<file path="config.mk">
export PLATFORM = sky130hd
export DESIGN_NAME = tlb_rand_idx
export DESIGN_NICKNAME = d
export VERILOG_FILES = /design/src/rtl/tlb_rand_pkg.sv /design/src/rtl/lfsr_galois.sv /design/src/rtl/rand_rem_div.sv /design/src/rtl/tlb_rand_idx.sv
export SDC_FILE = /design/constraint.sdc
export NUM_CORES = 1
export LEC_CHECK = 0
export BUFFER_PORTS_ARGS = -buffer_cell sky130_fd_sc_hd__buf_2
export CAP_MARGIN = 20
export CORE_ASPECT_RATIO = 1.25
export CORE_MARGIN = 5
export CORE_UTILIZATION = 40
export CTS_BUF_LIST = sky130_fd_sc_hd__clkbuf_16
export CTS_CLUSTER_DIAMETER = 30
export DETAILED_ROUTE_END_ITERATION = 6
export HOLD_SLACK_MARGIN = 0.03
export PLACE_DENSITY = 0.59
export SYNTH_ARGS = -nofsm -noshare
export SYNTH_HDL_FRONTEND = slang
export SYNTH_SLANG_ARGS = --single-unit
</file>
<file path="constraint.sdc">
create_clock -name clk -period 3.5 [get_ports clk]
set_input_delay 0.525 -clock clk [delete_from_list [all_inputs] [get_ports clk]]
set_output_delay 0.525 -clock clk [all_outputs]
set_load 0.05 [all_outputs]
</file>
<file path="src/rtl/tlb_rand_pkg.sv">
package tlb_rand_pkg;

    typedef enum logic [2:0] {
        S_IDLE  = 3'd0,
        S_STEP  = 3'd1,
        S_DIV   = 3'd2,
        S_CHECK = 3'd3,
        S_EMIT  = 3'd4
    } rand_state_e;

endpackage

</file>
<file path="src/rtl/lfsr_galois.sv">
module lfsr_galois #(
    parameter int             W    = 32,
    parameter logic [W-1:0]   MASK = 32'hD000_0001,
    parameter logic [W-1:0]   SEED = 1
) (
    input  logic         clk,
    input  logic         rst_n,
    input  logic         adv,
    output logic [W-1:0] state,
    output logic [W-1:0] state_next
);

    logic [W-1:0] fb;

    always_comb begin
        fb         = state[0] ? MASK : '0;
        state_next = {1'b0, state[W-1:1]} ^ fb;
    end

    always_ff @(posedge clk or negedge rst_n) begin
        if (!rst_n)
            state <= SEED;
        else if (adv)
            state <= state_next;
    end

    // the register moves only on a step request
    a_r2_hold: assert property (@(posedge clk) disable iff (!rst_n)
        !adv |=> $stable(state));

    // a feedback register seeded non-zero never reaches zero
    a_r2_nonzero: assert property (@(posedge clk) disable iff (!rst_n)
        state != '0);

endmodule

</file>
<file path="src/rtl/rand_rem_div.sv">
module rand_rem_div #(
    parameter int NUM_W = 32,
    parameter int DEN_W = 7
) (
    input  logic             clk,
    input  logic             rst_n,
    input  logic             start,
    input  logic [NUM_W-1:0] num,
    input  logic [DEN_W-1:0] den,
    output logic             done,
    output logic [DEN_W-1:0] rem
);

    localparam int CNT_W = $clog2(NUM_W + 1);

    logic [NUM_W-1:0] num_sh;
    logic [DEN_W-1:0] den_q;
    logic [DEN_W-1:0] rem_q;
    logic [CNT_W-1:0] left_q;
    logic             busy_q;
    logic [DEN_W:0]   trial;

    always_comb begin
        trial = {rem_q, num_sh[NUM_W-1]};
    end

    always_ff @(posedge clk or negedge rst_n) begin
        if (!rst_n) begin
            num_sh <= '0;
            den_q  <= '0;
            rem_q  <= '0;
            left_q <= '0;
            busy_q <= 1'b0;
            done   <= 1'b0;
        end else begin
            done <= 1'b0;
            if (start) begin
                num_sh <= num;
                den_q  <= den;
                rem_q  <= '0;
                left_q <= CNT_W'(NUM_W);
                busy_q <= 1'b1;
            end else if (busy_q) begin
                if (trial >= {1'b0, den_q})
                    rem_q <= DEN_W'(trial - {1'b0, den_q});
                else
                    rem_q <= DEN_W'(trial);
                num_sh <= num_sh << 1;
                left_q <= left_q - 1'b1;
                if (left_q == CNT_W'(1)) begin
                    busy_q <= 1'b0;
                    done   <= 1'b1;
                end
            end
        end
    end

    always_comb rem = rem_q;

    // a finished remainder is always below the divisor
    a_r3_rem_lt_den: assert property (@(posedge clk) disable iff (!rst_n)
        done |-> (rem < den_q));

    // completion is never reported while iterations remain
    a_r3_done_last: assert property (@(posedge clk) disable iff (!rst_n)
        done |-> !busy_q);

endmodule

</file>
<file path="src/rtl/tlb_rand_idx.sv">
module tlb_rand_idx
    import tlb_rand_pkg::*;
#(
    parameter int                IDX_W     = 6,
    parameter int                LFSR_W    = 32,
    parameter logic [LFSR_W-1:0] LFSR_MASK = 32'hD000_0001,
    parameter logic [LFSR_W-1:0] LFSR_SEED = 1
) (
    input  logic             clk,
    input  logic             rst_n,
    input  logic             req,
    input  logic [IDX_W:0]   tlb_count,
    input  logic [IDX_W-1:0] wired,
    output logic [IDX_W-1:0] idx,
    output logic             idx_valid
);

    localparam int CNT_W = IDX_W + 1;

    rand_state_e       state_q, state_d;
    logic [CNT_W-1:0]  cnt_q;
    logic [IDX_W-1:0]  wired_q;
    logic [IDX_W-1:0]  res_q;
    logic [IDX_W-1:0]  prev_q;
    logic [CNT_W-1:0]  span_q;
    logic [IDX_W-1:0]  cand;
    logic              in_inverted;
    logic              in_single;
    logic [IDX_W-1:0]  clamp_val;
    logic              adv;
    logic              div_start;
    logic              div_done;
    logic [CNT_W-1:0]  div_rem;
    logic [LFSR_W-1:0] lfsr_q;
    logic [LFSR_W-1:0] lfsr_n;

    lfsr_galois #(
        .W    (LFSR_W),
        .MASK (LFSR_MASK),
        .SEED (LFSR_SEED)
    ) u_lfsr (
        .clk        (clk),
        .rst_n      (rst_n),
        .adv        (adv),
        .state      (lfsr_q),
        .state_next (lfsr_n)
    );

    rand_rem_div #(
        .NUM_W (LFSR_W),
        .DEN_W (CNT_W)
    ) u_div (
        .clk   (clk),
        .rst_n (rst_n),
        .start (div_start),
        .num   (lfsr_n),
        .den   (span_q),
        .done  (div_done),
        .rem   (div_rem)
    );

    always_comb begin
        in_inverted = ({1'b0, wired} >= tlb_count);
        in_single   = ((tlb_count - {1'b0, wired}) == CNT_W'(1));
        clamp_val   = (tlb_count == '0) ? '0 : IDX_W'(tlb_count - 1'b1);
        span_q      = cnt_q - {1'b0, wired_q};
        cand        = IDX_W'(div_rem) + wired_q;
    end

    // next-state logic
    always_comb begin
        state_d   = state_q;
        adv       = 1'b0;
        div_start = 1'b0;
        unique case (state_q)
            S_IDLE: begin
                if (req) begin
                    if (in_inverted || in_single)
                        state_d = S_EMIT;
                    else
                        state_d = S_STEP;
                end
            end
            S_STEP: begin
                adv       = 1'b1;
                div_start = 1'b1;
                state_d   = S_DIV;
            end
            S_DIV: begin
                if (div_done)
                    state_d = S_CHECK;
            end
            S_CHECK: begin
                if (cand == prev_q)
                    state_d = S_STEP;
                else
                    state_d = S_EMIT;
            end
            S_EMIT: begin
                state_d = S_IDLE;
            end
            default: state_d = S_IDLE;
        endcase
    end

    // state register
    always_ff @(posedge clk or negedge rst_n) begin
        if (!rst_n)
            state_q <= S_IDLE;
        else
            state_q <= state_d;
    end

    // datapath registers
    always_ff @(posedge clk or negedge rst_n) begin
        if (!rst_n) begin
            cnt_q   <= '0;
            wired_q <= '0;
            res_q   <= '0;
            prev_q  <= '0;
        end else begin
            if (state_q == S_IDLE && req) begin
                cnt_q   <= tlb_count;
                wired_q <= wired;
                if (in_inverted)
                    res_q <= clamp_val;
                else if (in_single)
                    res_q <= wired;
            end
            if (state_q == S_CHECK && cand != prev_q)
                res_q <= cand;
            if (state_q == S_EMIT)
                prev_q <= res_q;
        end
    end

    // outputs
    always_comb begin
        idx_valid = (state_q == S_EMIT);
        idx       = res_q;
    end

    // normal-window result lies inside [W, N)
    a_r3_in_window: assert property (@(posedge clk) disable iff (!rst_n)
        (idx_valid && ({1'b0, wired_q} < cnt_q)) |->
            (idx >= wired_q && {1'b0, idx} < cnt_q));

    // multi-entry window never repeats the last accepted index
    a_r4_no_repeat: assert property (@(posedge clk) disable iff (!rst_n)
        (idx_valid && ({1'b0, wired_q} < cnt_q) && span_q > CNT_W'(1)) |->
            (idx != prev_q));

    // the previous-index register follows the emitted result
    a_r5_prev_update: assert property (@(posedge clk) disable iff (!rst_n)
        idx_valid |=> (prev_q == $past(idx)));

    // the valid strobe lasts one cycle
    a_r6_pulse: assert property (@(posedge clk) disable iff (!rst_n)
        idx_valid |=> !idx_valid);

    // inverted window yields an index below N (or 0)
    a_r8_clamp: assert property (@(posedge clk) disable iff (!rst_n)
        (idx_valid && ({1'b0, wired_q} >= cnt_q)) |->
            ({1'b0, idx} < cnt_q || idx == '0));

endmodule

</file>
# After elaboration in Yosys (flattened, before gate mapping)

Cells that the tools add are included.

Register bits: 114

Add/sub/neg operators: 6
Magnitude comparators: 2
Equality and inequality tests: 10
Muxes and demuxes: 25
Bitwise gates (word level): 1
Reduce and logical (&&, ||, !) cells: 10

Operators with widths:

| kind                                                                  | number |
|---|---|
| 32-bit two-way mux                                                    | 3 |
| 6-bit two-way mux                                                     | 7 |
| 31-bit by 32-bit XOR with 32-bit output                               | 1 |
| 7-bit two-way mux                                                     | 3 |
| 7-bit by 6-bit subtractor with 7-bit output                           | 2 |
| 3-bit two-way mux                                                     | 4 |
| 3-bit one-hot mux with 4 select lines                                 | 1 |
| 6-bit by 1-bit subtractor with 6-bit output, second input constant    | 2 |
| 8-bit by 7-bit >= comparator with 1-bit output                        | 1 |
| 7-bit by 1-bit equality test with 1-bit output, second input constant | 1 |
| 6-bit by 7-bit >= comparator with 1-bit output                        | 1 |
| 7-bit logical NOT                                                     | 1 |
| 1-bit two-way mux                                                     | 7 |
| 7-bit subtractor                                                      | 1 |
| 6-bit adder                                                           | 1 |
| 3-bit by 2-bit equality test with 1-bit output, second input constant | 2 |
| 6-bit by 1-bit equality test with 1-bit output, second input constant | 1 |
| 6-bit equality test                                                   | 1 |
| 6-bit != test                                                         | 1 |
| 2-bit AND reduction                                                   | 2 |
| 2-bit nonzero test                                                    | 2 |
| 3-bit by 1-bit equality test with 1-bit output, second input constant | 1 |
| 3-bit equality test, second input constant                            | 1 |
| 3-bit logical NOT                                                     | 1 |
| 5 further kinds                                                       | 6 |

# Depth between registers and ports, before layout

Gate-level depths: netlist of the first run.

Depth in word-level cells: 6
Mapped depth: 12

# Modules after synthesis

Synthesis of the first run repeated with hierarchy kept, for this count alone.

Cell total of the unflattened synthesis: 613
Area total of the unflattened synthesis: 6,557.5 um^2

By module, submodules not included:

| module       | times used | cells an instance | area each (um^2) | seq. area each (um^2) |
|---|---|---|---|---|
| rand_rem_div | 1          | 286               | 2,786.4          | 1,351.3 |
| tlb_rand_idx | 1          | 225               | 2,172.1          | 700.7 |
| lfsr_galois  | 1          | 102               | 1,599.0          | 802.0 |

# Worst setup path before layout of the first run

OpenSTA, ideal clock, no wires.

Path kind: input port to flip-flop
Start point: input tlb_count[0]
End point: register res_q[3], in the netlist idx[3]
Setup time: 126 ps
Arrival time: 3,121 ps
Path slack: 254 ps
Cell stages on the path: 11
Buffers on the path: 0
Path through: inv_1 ha_1 fa_1 or2b_1 o2bb2ai_1 xnor2_1 a2111oi_4 or3b_4 a31oi_4 nor2b_2 a221o_1

Cells in the longest elaborated chain, start to end: 5

Ends and longest elaborated chain:

| what                                                                                                | line                | RTL |
|---|---|---|
| start, declared                                                                                     | tlb_rand_idx.sv:12  | `input logic [IDX_W:0] tlb_count,` |
| parallel branches: the longest is 5 deep, another holds 7-bit by 6-bit subtractor with 7-bit output | -                   |  |
| end signal, assigned                                                                                | tlb_rand_idx.sv:126 | `res_q <= clamp_val;` |
| end signal, assigned                                                                                | tlb_rand_idx.sv:128 | `res_q <= wired;` |
| end signal, assigned                                                                                | tlb_rand_idx.sv:131 | `res_q <= cand;` |
| end, declared                                                                                       | tlb_rand_idx.sv:23  | `logic [IDX_W-1:0] res_q;` |

Several ways; the timed one is not identified. The select of a mux whose other input is x is not followed.
A chain may end at the register's enable or synchronous reset.

# Final worst setup path of the first run

Start point: input tlb_count[0]
End point: register res_q[0], in the netlist idx[0]

Same word-level chain as after synthesis.

==> run metrics, run 1 <==
status complete, no violations; Final Slew Violations 0; Pre-antenna DRT Iters 4; async set-or-reset flop fraction in the synthesized netlist 1.00; DIE AREA about 17000 µm²; CP bufs+invs 2; reg2reg end idx[0]$_DFFE_PN0P_; vias in the first global route 4302; Post-DP HPWL 8320 µm; R2R Path Start wired_q[0]$_DFFE_PN0P_; relative slew slack 0.397; Pleak 3.47 nW; Die Height around 150 µm; top_reg_cell synth dfrtp_1; Final #Nets 666; Ys Warns 0; Peak VDD IR 571 µV; Port Buffer Count 22; Area growth syn-to-layout 15.6%; latest clock arrival within the worst-skew pair 0.41 ns; CP endpoint kind flop; DRC errors left 0; final hold vios 0; grt ovf 0; final setup vio count 0; non-filler instance count after layout 809; critical path, cell by cell buf_2 > inv_1 > ha_1 > fa_1 > or2b_1 > o2bb2ai_1 > xnor2_1 > a2111oi_4 > or3b_4 > a31oi_4 > nor2b_2 > a221o_1; fmax 315 MHz; Die X between 100 and 150 µm; Clock Skew 0.00910 ns; Critical Path RT roughly 3.8 ns; CP arrival 3.45 ns; DR WL/cell around 15 µm; Worst Tran Pin Value slightly above 0.9 ns; placed cells 777; CTS tree built; number of H-tree levels 4; DR vias/cell 5.18; FF-to-FF setup slack 0.64 ns; first-pass GRT wire length 20500 µm; total CTS buffers 17; Max FO, Critical Path 6; Root Buffer clkbuf_16; Reg clk slew, reported paths 0.05 ns; Hold WC Path Type in2async; FF-to-FF path depth 10; largest net degree at the start of global routing 70; DRT Wirelength 11800 µm; antenna cells 0; Setup crit start kind input port; maximum clock path buffer count 2; share of post-route cells with drive strength above 1 0.139; DRT iter0 DRCs 238; slowest stage delay, CP ~0.45 ns; I/O pins 23; DRT antenna net count 0; class of the most critical setup path in2reg; Placed Area just over 6000 µm²; Seq/Total Area, Yosys 0.487; Post-CTS Resized 0; pwr dens around 950 nW/µm²; number of synthesized flops with an enable pin 0; Post-CTS Setup Repair Bufs 0; Vias 4192; library cells used by synthesis 51; Design Area, Final 6780 µm²; commonest non-fill, non-tap cell in the layout nand2_1; routability cong. 0.810; initial antenna violation count 0; core area 14400 µm²; syn_nets 641; initial core utilization 0.407; slowest CP cell or3b_4; post-synth design cell area 5860 µm²; GR Util All Layers 0.145; RSZ-0062 raised after global routing no; Final Critical Period between 3 and 4 ns; Row Count 49; CTS Sinks between 100 and 150; final cycle utilization of the critical path 0.906; cell family with most CP delay compound AO/OA/AOI/OAI gates; Mapped Avg Cell Area 9.89 µm²; max cap viols 0; hold_buf cts 0; #FFs+latches synth 114; Syn Inst Count 593; commonest cells after routing, fill and taps aside 113 x nand2_1, 112 x dfrtp_1, 52 x o21ai_0
## how the worst max path moves through the flow
stage                      start                 end  slack (ns)  depth (start not counted)
floorplan           tlb_count[0]  idx[3]$_DFFE_PN0P_        0.25                         11
global placement    tlb_count[0]  idx[5]$_DFFE_PN0P_        0.11                         12
detailed placement  tlb_count[0]  idx[0]$_DFFE_PN0P_       -0.04                         12
CTS                 tlb_count[0]  idx[0]$_DFFE_PN0P_        0.38                         12
global route        tlb_count[0]  idx[0]$_DFFE_PN0P_        0.28                         12
finish              tlb_count[0]  idx[0]$_DFFE_PN0P_        0.33                         12
## worst register-to-register path, cell delays in order (launching register included)
cell	delay [ns]
dfrtp_1	0.43
ha_1	0.25
fa_1	0.42
a21o_1	0.18
a21oi_1	0.17
xnor2_1	0.20
xnor2_1	0.10
nand4_1	0.15
nand3_1	0.20
nor2b_2	0.27
a221o_1	0.37
## synthesized netlist by cell type (2+ instances only)
cell      count  area share
dfrtp_1     113        0.48
nand2_1     113       0.072
o21ai_0      52       0.044
nor2_1       37       0.024
mux2i_1      33       0.056
inv_1        32       0.020
ha_1         28       0.060
a21oi_1      23       0.020
xnor2_1      23       0.034
clkbuf_1     21       0.013
mux2_2       12       0.023
xor2_1       11       0.016
a211oi_1      9       0.012
nand3_1       7      0.0060
a21o_1        6      0.0077
buf_1         6      0.0038
nor2b_1       6      0.0064
nor3_1        6      0.0051
a221o_1       4      0.0068
fa_1          4       0.014
nand2b_1      4      0.0043
nand4_1       3      0.0032
o21bai_1      3      0.0038
o31ai_1       3      0.0038
and3_1        2      0.0021
and4_1        2      0.0030
nand3b_1      2      0.0026
nor3b_1       2      0.0026
nor4b_1       2      0.0030
o22ai_1       2      0.0021
or3_1         2      0.0021
## final cells by class
cell class | count | area [µm²]
repair buffers | 33 | 208
clock inverters | 15 | 144
well taps | 178 | 223
multi-input cells | 420 | 2800
inverters | 32 | 120
clock buffers | 17 | 425
flip-flops and latches | 114 | 2860
fillers | 1311 | 7630
## logic make-up (layout without fill, tap and decap cells)
| kind of cell | after synthesis | count (layout) | synth area share |
|---|---|---|---|
| muxes | 45 | 45 | 0.0794 |
| DFF | 114 | 114 | 0.487 |
| adders and majority gates | 32 | 32 | 0.0734 |
| and+or+nand+nor | 195 | 195 | 0.147 |
| xor gates and xnor gates | 35 | 35 | 0.0546 |
| buffers and inverters | 59 | 97 | 0.0378 |
| AOI/OAI and AO/OA | 113 | 113 | 0.122 |
## report_power, final
group | internal, mW | total [mW] | switching [mW]
clock network | 1.04 | 1.65 | 0.612
logic | 1.22 | 2.68 | 1.46
registers | 1.74 | 2.11 | 0.366
## routing by layer
| metal | track usage | vias to the layer above | routed length [µm] |
|---|---|---|---|
| met5 | 0 | - | 0 |
| met4 | 0.0660 | 0 | 306 |
| met3 | 0.0299 | 24 | 433 |
| met2 | 0.246 | 84 | 5850 |
| met1 | 0.177 | 2013 | 5220 |
| li1 | - | 2071 | - |
## metrics by stage
step	power [mW]	hold slack, ns	setup TNS (ns)	util	setup slack, ns
final	6.44	0.242	0	0.470	0.330
after global routing	6.95	0.318	0	0.470	0.277
after CTS	6.52	0.273	0	0.470	0.375
after detailed placement	4.82	0.462	-0.0984	0.431	-0.0402
after global placement	4.76	0.458	0	0.431	0.106
after floorplan	4.16	0.229	0	-	0.254
## registers in the layout, indices dropped and copies added, names as in the netlist
signal and flops:
cnt_q 7, idx 6, prev_q 6, state_q 3, u_div.busy_q 1, u_div.den_q 7, u_div.done 1, u_div.left_q 6
u_div.num_sh 32, u_div.rem 7, u_lfsr.state 32, wired_q 6
Note: power is estimated with default switching activity, not from simulation.
==> run 2: changes to the inputs <==
--- a/config.mk
+++ b/config.mk
@@ -5,7 +5,8 @@
 export SDC_FILE = /design/constraint.sdc
 export NUM_CORES = 1
 export LEC_CHECK = 0
-export BUFFER_PORTS_ARGS = -buffer_cell sky130_fd_sc_hd__buf_2
+export ABC_AREA = 1
+export BUFFER_PORTS_ARGS = -buffer_cell sky130_fd_sc_hd__buf_4
 export CAP_MARGIN = 20
 export CORE_ASPECT_RATIO = 1.25
 export CORE_MARGIN = 5
@@ -14,6 +15,7 @@
 export CTS_CLUSTER_DIAMETER = 30
 export DETAILED_ROUTE_END_ITERATION = 6
 export HOLD_SLACK_MARGIN = 0.03
+export MAX_ROUTING_LAYER = met4
 export PLACE_DENSITY = 0.59
 export SYNTH_ARGS = -nofsm -noshare
 export SYNTH_HDL_FRONTEND = slang
==> run 2 against run 1 <==
Clock skew about the same. Critical path depth unchanged. Worst hold slack worse by 0.098 ns. First-iteration DRC count up 0.42%. Setup slack better by 0.86 ns. Die area up 2.9%. Cell count up 16%. Wire length up 11%. Utilization down 0.29 points. Register-to-register slack better by 0.55 ns. Sequential cell count unchanged. Area after synthesis up 3.2%.
==> run metrics, run 2 <==
Max FO, Critical Path 7; placed cells 904; CP bufs+invs 0; largest net degree at the start of global routing 66; CP endpoint kind flop; antenna cells 0; number of synthesized flops with an enable pin 0; vias in the first global route 4868; max cap viols 0; biggest regs u_div.num_sh: 32 flops, u_lfsr.state: 32 flops; initial antenna violation count 0; Hold WC Path Type in2async; class of the most critical setup path reg2reg; latest clock arrival within the worst-skew pair 0.41 ns; FF-to-FF path depth 12; Placed Area roughly 6400 µm²; Post-CTS Setup Repair Bufs 0; Final Critical Period 2.31 ns; syn_nets 761; critical path, cell by cell ha_1 > fa_1 > xnor2_1 > nand2_1 > nor2_2 > nand3_1 > nor2_4 > nand2_4 > nand2_8 > nand2_4 > nor2_2 > nor2_2; Seq/Total Area, Yosys 0.472; maximum clock path buffer count 2; Row Count 50; Reg clk slew, reported paths 0.06 ns; first-pass GRT wire length 22700 µm; Final Slew Violations 0; Mapped Avg Cell Area 8.48 µm²; Area growth syn-to-layout 15.1%; async set-or-reset flop fraction in the synthesized netlist 1.00; CP most frequent cell nor2_2; CTS Sinks 114; Die Height around 150 µm; share of post-route cells with drive strength above 1 0.127; DRT iter0 DRCs roughly 240; Clock Skew between 0.009 and 0.01 ns; final cycle utilization of the critical path 0.659; non-filler instance count after layout 936; Pleak 3.56 nW; post-synth design cell area between 6000 and 7000 µm²; Design Area, Final 6960 µm²; CP arrival roughly 2.6 ns; Post-CTS Resized 0; Pre-antenna DRT Iters 4; Peak VDD IR 324 µV; DR vias/cell 5.08; number of H-tree levels 4; slowest stage delay, CP about 0.49 ns; final hold vios 0; Yosys top cell area share 0.467; Die X 120 µm; synth cell count leaders 223 x nand2_1, 113 x dfrtp_1, 91 x inv_1; routability cong. 0.892; status complete, no violations; commonest non-fill, non-tap cell in the layout nand2_1; DRT Wirelength 13100 µm; DR WL/cell around 14 µm; Worst path depth 12; Post-DP HPWL approximately 9300 µm; Setup crit start kind flop; Final #Nets 789; RSZ-0062 raised after global routing no; Vias 4756; GR Util All Layers 0.164; final setup vio count 0; slowest CP cell fa_1; relative slew slack 0.463; initial core utilization 0.406; CTS tree built; Worst Tran Pin Value approximately 0.8 ns; top_reg_cell synth dfrtp_1; Critical Path RT 3.80 ns; Port Buffer Count 22; #FFs+latches synth roughly 110; top post-synthesis cells by area dfrtp_1 47%, nand2_1 14%, ha_1 5.8%; TNS Setup 0 ns; Syn Inst Count 713; fmax ~430 MHz; cell taking the most area after synthesis dfrtp_1; DRT antenna net count 0; pwr dens 886 nW/µm²; fillers 1451; Ys Warns 0; DRC errors left 0; Root Buffer clkbuf_16; total CTS buffers 17; DIE AREA 17700 µm²; core area between 10000 and 15000 µm²; grt ovf 0; commonest cells after routing, fill and taps aside 223 x nand2_1, 113 x dfrtp_1, 91 x inv_1; I/O pins 23; cell family with most CP delay simple AND/OR/NAND/NOR gates; most frequent cell after synthesis nand2_1; library cells used by synthesis 40; post-layout power 6.17 mW; hold_buf cts 0
[run 2: changes by cell type in the layout (fill, tap and decap cells not counted), moves of 9 or more]
cell,previous run,this run
buf_2,21,0
nand2_1,113,223
o21ai_0,52,30
nand2_2,0,9
xnor2_1,23,5
mux2_2,12,3
a211oi_1,9,0
nor2_1,37,22
nand3_1,7,44
inv_1,34,91
o221ai_1,0,31
mux2i_1,33,0
buf_4,11,27
[run 2: metrics by stage]
stage	utilization	hold slack (ns)	worst slack (ns)
floorplan	-	0.229	1.28
global placement	0.431	0.453	1.02
detailed placement	0.431	0.458	0.948
CTS	0.468	0.162	1.17
global route	0.468	0.186	1.03
finish	0.468	0.144	1.19
[run 2: final cells by class]
class / instances / area (µm²) / area share
flip-flops and latches: 114 / 2850 / 0.410
multi-input cells: 481 / 2740 / 0.394
clock buffers: 17 / 425 / 0.0611
inverters: 99 / 373 / 0.0536
well taps: 182 / 228 / 0.0327
repair buffers: 28 / 223 / 0.0320
clock inverters: 15 / 119 / 0.0171
[run 2: power by group]
group / internal (mW) / leakage, nW / switching (mW) / total (mW)
Clock: 0.964 / 0.261 / 0.619 / 1.58
Combinational: 0.978 / 1.80 / 1.74 / 2.72
Sequential: 1.61 / 1.50 / 0.259 / 1.87
Total: 3.55 / 3.56 / 2.62 / 6.17
[run 2: kinds of logic after synthesis]
group,count (synthesis),share of synthesized area
AOI/OAI and AO/OA,94,0.103
xor gates and xnor gates,13,0.0188
adders and majority gates,32,0.0711
buffers and inverters,118,0.0757
DFF,114,0.472
muxes,3,0.00558
and+or+nand+nor,339,0.254
[run 2: per-layer routing]
layer  global-route usage  wire length, µm
met1                0.188             5720
met2                0.271             6550
met3               0.0459              495
met4               0.0642              329
met5                    -                0
[run 2: final timing paths]
path | from | to | slack [ns]
setup / recovery | wired_q[0]$_DFFE_PN0P_ | idx[1]$_DFFE_PN0P_ | 1.19
hold / removal | rst_n | cnt_q[5]$_DFFE_PN0P_ | 0.14
setup reg to reg | wired_q[0]$_DFFE_PN0P_ | idx[1]$_DFFE_PN0P_ | 1.19
hold reg to reg | u_lfsr.state[26]$_DFFE_PN0P_ | u_lfsr.state[26]$_DFFE_PN0P_ | 0.47
max in group asynchronous | rst_n | u_div.rem[0]$_DFFE_PN0P_ | 2.58
min in group clk | tlb_count[0] | cnt_q[0]$_DFFE_PN0P_ | 0.34
==> run 3: changes to the inputs <==
==> constraint.sdc (replaced) <==
create_clock -name clk -period 2.4 [get_ports clk]
set_input_delay 0.36 -clock clk [delete_from_list [all_inputs] [get_ports clk]]
set_output_delay 0.36 -clock clk [all_outputs]
set_load 0.05 [all_outputs]
==> run 3 against run 2 <==
Wire length up 3.0%. Worst hold slack improved by 0.040 ns. Cell area rose by 1.2%. Cell count grew 0.96%. Clock power grew 46%. Global-route usage grew 0.74 points. Via count grew 1.3%. Largest power group unchanged. Highest routed layer unchanged.
==> run metrics, run 3 (synthesized netlist as in run 2, its figures left out) <==
I/O pins 23; CTS tree built; CP endpoint kind flop; class of the most critical setup path reg2reg; Port Buffer Count 22; GR Util All Layers 0.171; Clock Skew 0.0145 ns; commonest cells after routing, fill and taps aside 222 x nand2_1, 113 x dfrtp_1, 93 x inv_1; pre-CTS setup slack between 0.08 and 0.09 ns; R2R Path Start wired_q[0]$_DFFE_PN0P_; Final Critical Period 2.26 ns; Pre-antenna DRT Iters 4; Post-DP HPWL 9690 µm; final setup margin approximately 0.14 ns; Setup crit start kind flop; DIE AREA 17700 µm²; DRT Wirelength 13500 µm; CP most frequent cell nor2_2; Worst Tran Pin Value 0.539 ns; non-filler instance count after layout 945; number of H-tree levels 4; share of post-route cells with drive strength above 1 0.140; FF-to-FF path depth 12; Die Height 147 µm; Max FO, Critical Path 7; final setup vio count 0; CP arrival 2.56 ns; TNS Setup 0 ns; antenna cells 0; Critical Path RT roughly 2.7 ns; first-pass GRT wire length 23800 µm; commonest non-fill, non-tap cell in the layout nand2_1; routability cong. 0.880; Die X 120 µm; Final Slew Violations 0; Post-CTS Setup Repair Bufs 0; placed cells roughly 910; Area growth syn-to-layout 16.4%; FF-to-FF setup slack 0.14 ns; RSZ-0062 raised after global routing no; hold path endpoint cnt_q[0]$_DFFE_PN0P_; initial core utilization 0.406; DRC errors left 0; biggest regs u_div.num_sh: 32 flops, u_lfsr.state: 32 flops; fmax 443 MHz; Vias 4819; Final #Nets 798; Worst Hold Depth 3; pwr dens 1300 nW/µm²; post-layout power 9.17 mW; latest clock arrival within the worst-skew pair approximately 0.42 ns; max cap viols 0; reg2reg end idx[1]$_DFFE_PN0P_; Row Count 50; DR WL/cell between 10 and 15 µm; critical path, cell by cell ha_2 > fa_1 > xnor2_1 > nand2_1 > nor2_2 > nand3_1 > nor2_4 > nand2_4 > nand2_8 > nand2_4 > nor2_2 > nor2_2; Pleak about 3.6 nW; initial antenna violation count 0; relative slew slack 0.640; slowest CP cell fa_1; Hold WC Path Type in2reg; DRT iter0 DRCs between 300 and 400; vias in the first global route around 4.9k; Reg clk slew, reported paths 0.06 ns; CTS Sinks 114; total CTS buffers 17; slowest stage delay, CP between 0.5 and 0.6 ns; DRT antenna net count 0; Peak VDD IR 501 µV; WHS 0.184 ns; status complete, no violations; final cycle utilization of the critical path 0.941; final hold vios 0; maximum clock path buffer count 2; core area 14900 µm²; Worst Min Path Start tlb_count[0]; grt ovf 0; DR vias/cell 5.10; Root Buffer clkbuf_16; largest net degree at the start of global routing 42
==> run 3: routing by layer <==
layer  part of all wire  wire [µm]  global-route usage
met5                  0          0                   -
met4              0.023        308              0.0670
met3              0.027        363              0.0360
met2               0.50       6680               0.287
met1               0.45       6140               0.201
==> run 3: cell type report <==
type	instances	area, µm²
clock inverters	15	124
repair buffers	37	293
fillers	1458	7850
inverters	99	373
flip-flops and latches	114	2850
multi-input cells	481	2750
well taps	182	228
clock buffers	17	425
==> run 3: worst max-delay path, delay by kind of cell (launching register included) <==
family                     cells  cell delay (ns)
and+or+nand+nor                9             0.87
adders and majority gates      2             0.75
DFF                            1             0.42
xor gates and xnor gates       1             0.12
==> run 3: where the power goes <==
group	internal, mW	switching [mW]
clock	1.41	0.907
sequential	2.35	0.382
combinational	1.49	2.63
total	5.25	3.92
==> run 3: worst max-delay path by stage <==
stage                         end                     start  depth (start not counted)
4_1_cts        idx[1]$_DFFE_PN0P_    wired_q[0]$_DFFE_PN0P_                         12
6_report       idx[1]$_DFFE_PN0P_    wired_q[0]$_DFFE_PN0P_                         12
5_1_grt        idx[1]$_DFFE_PN0P_    wired_q[0]$_DFFE_PN0P_                         12
3_3_place_gp   idx[4]$_DFFE_PN0P_              tlb_count[0]                         14
2_1_floorplan  idx[1]$_DFFE_PN0P_  u_div.rem[0]$_DFFE_PN0P_                         12
3_5_place_dp   idx[5]$_DFFE_PN0P_              tlb_count[0]                         14
==> run 3: what timing repair did <==
action,in CTS,in global routing
hold buffers,1,0
resized for setup,0,2
hold endpoints to repair,32,0
setup endpoints to repair,0,5
==> run 3: through the flow <==
step | util | cell area, µm²
floorplan | - | 6050
detailed placement | 0.435 | 6480
global placement | 0.435 | 6480
CTS | 0.473 | 7040
global route | 0.473 | 7040
finish | 0.473 | 7040
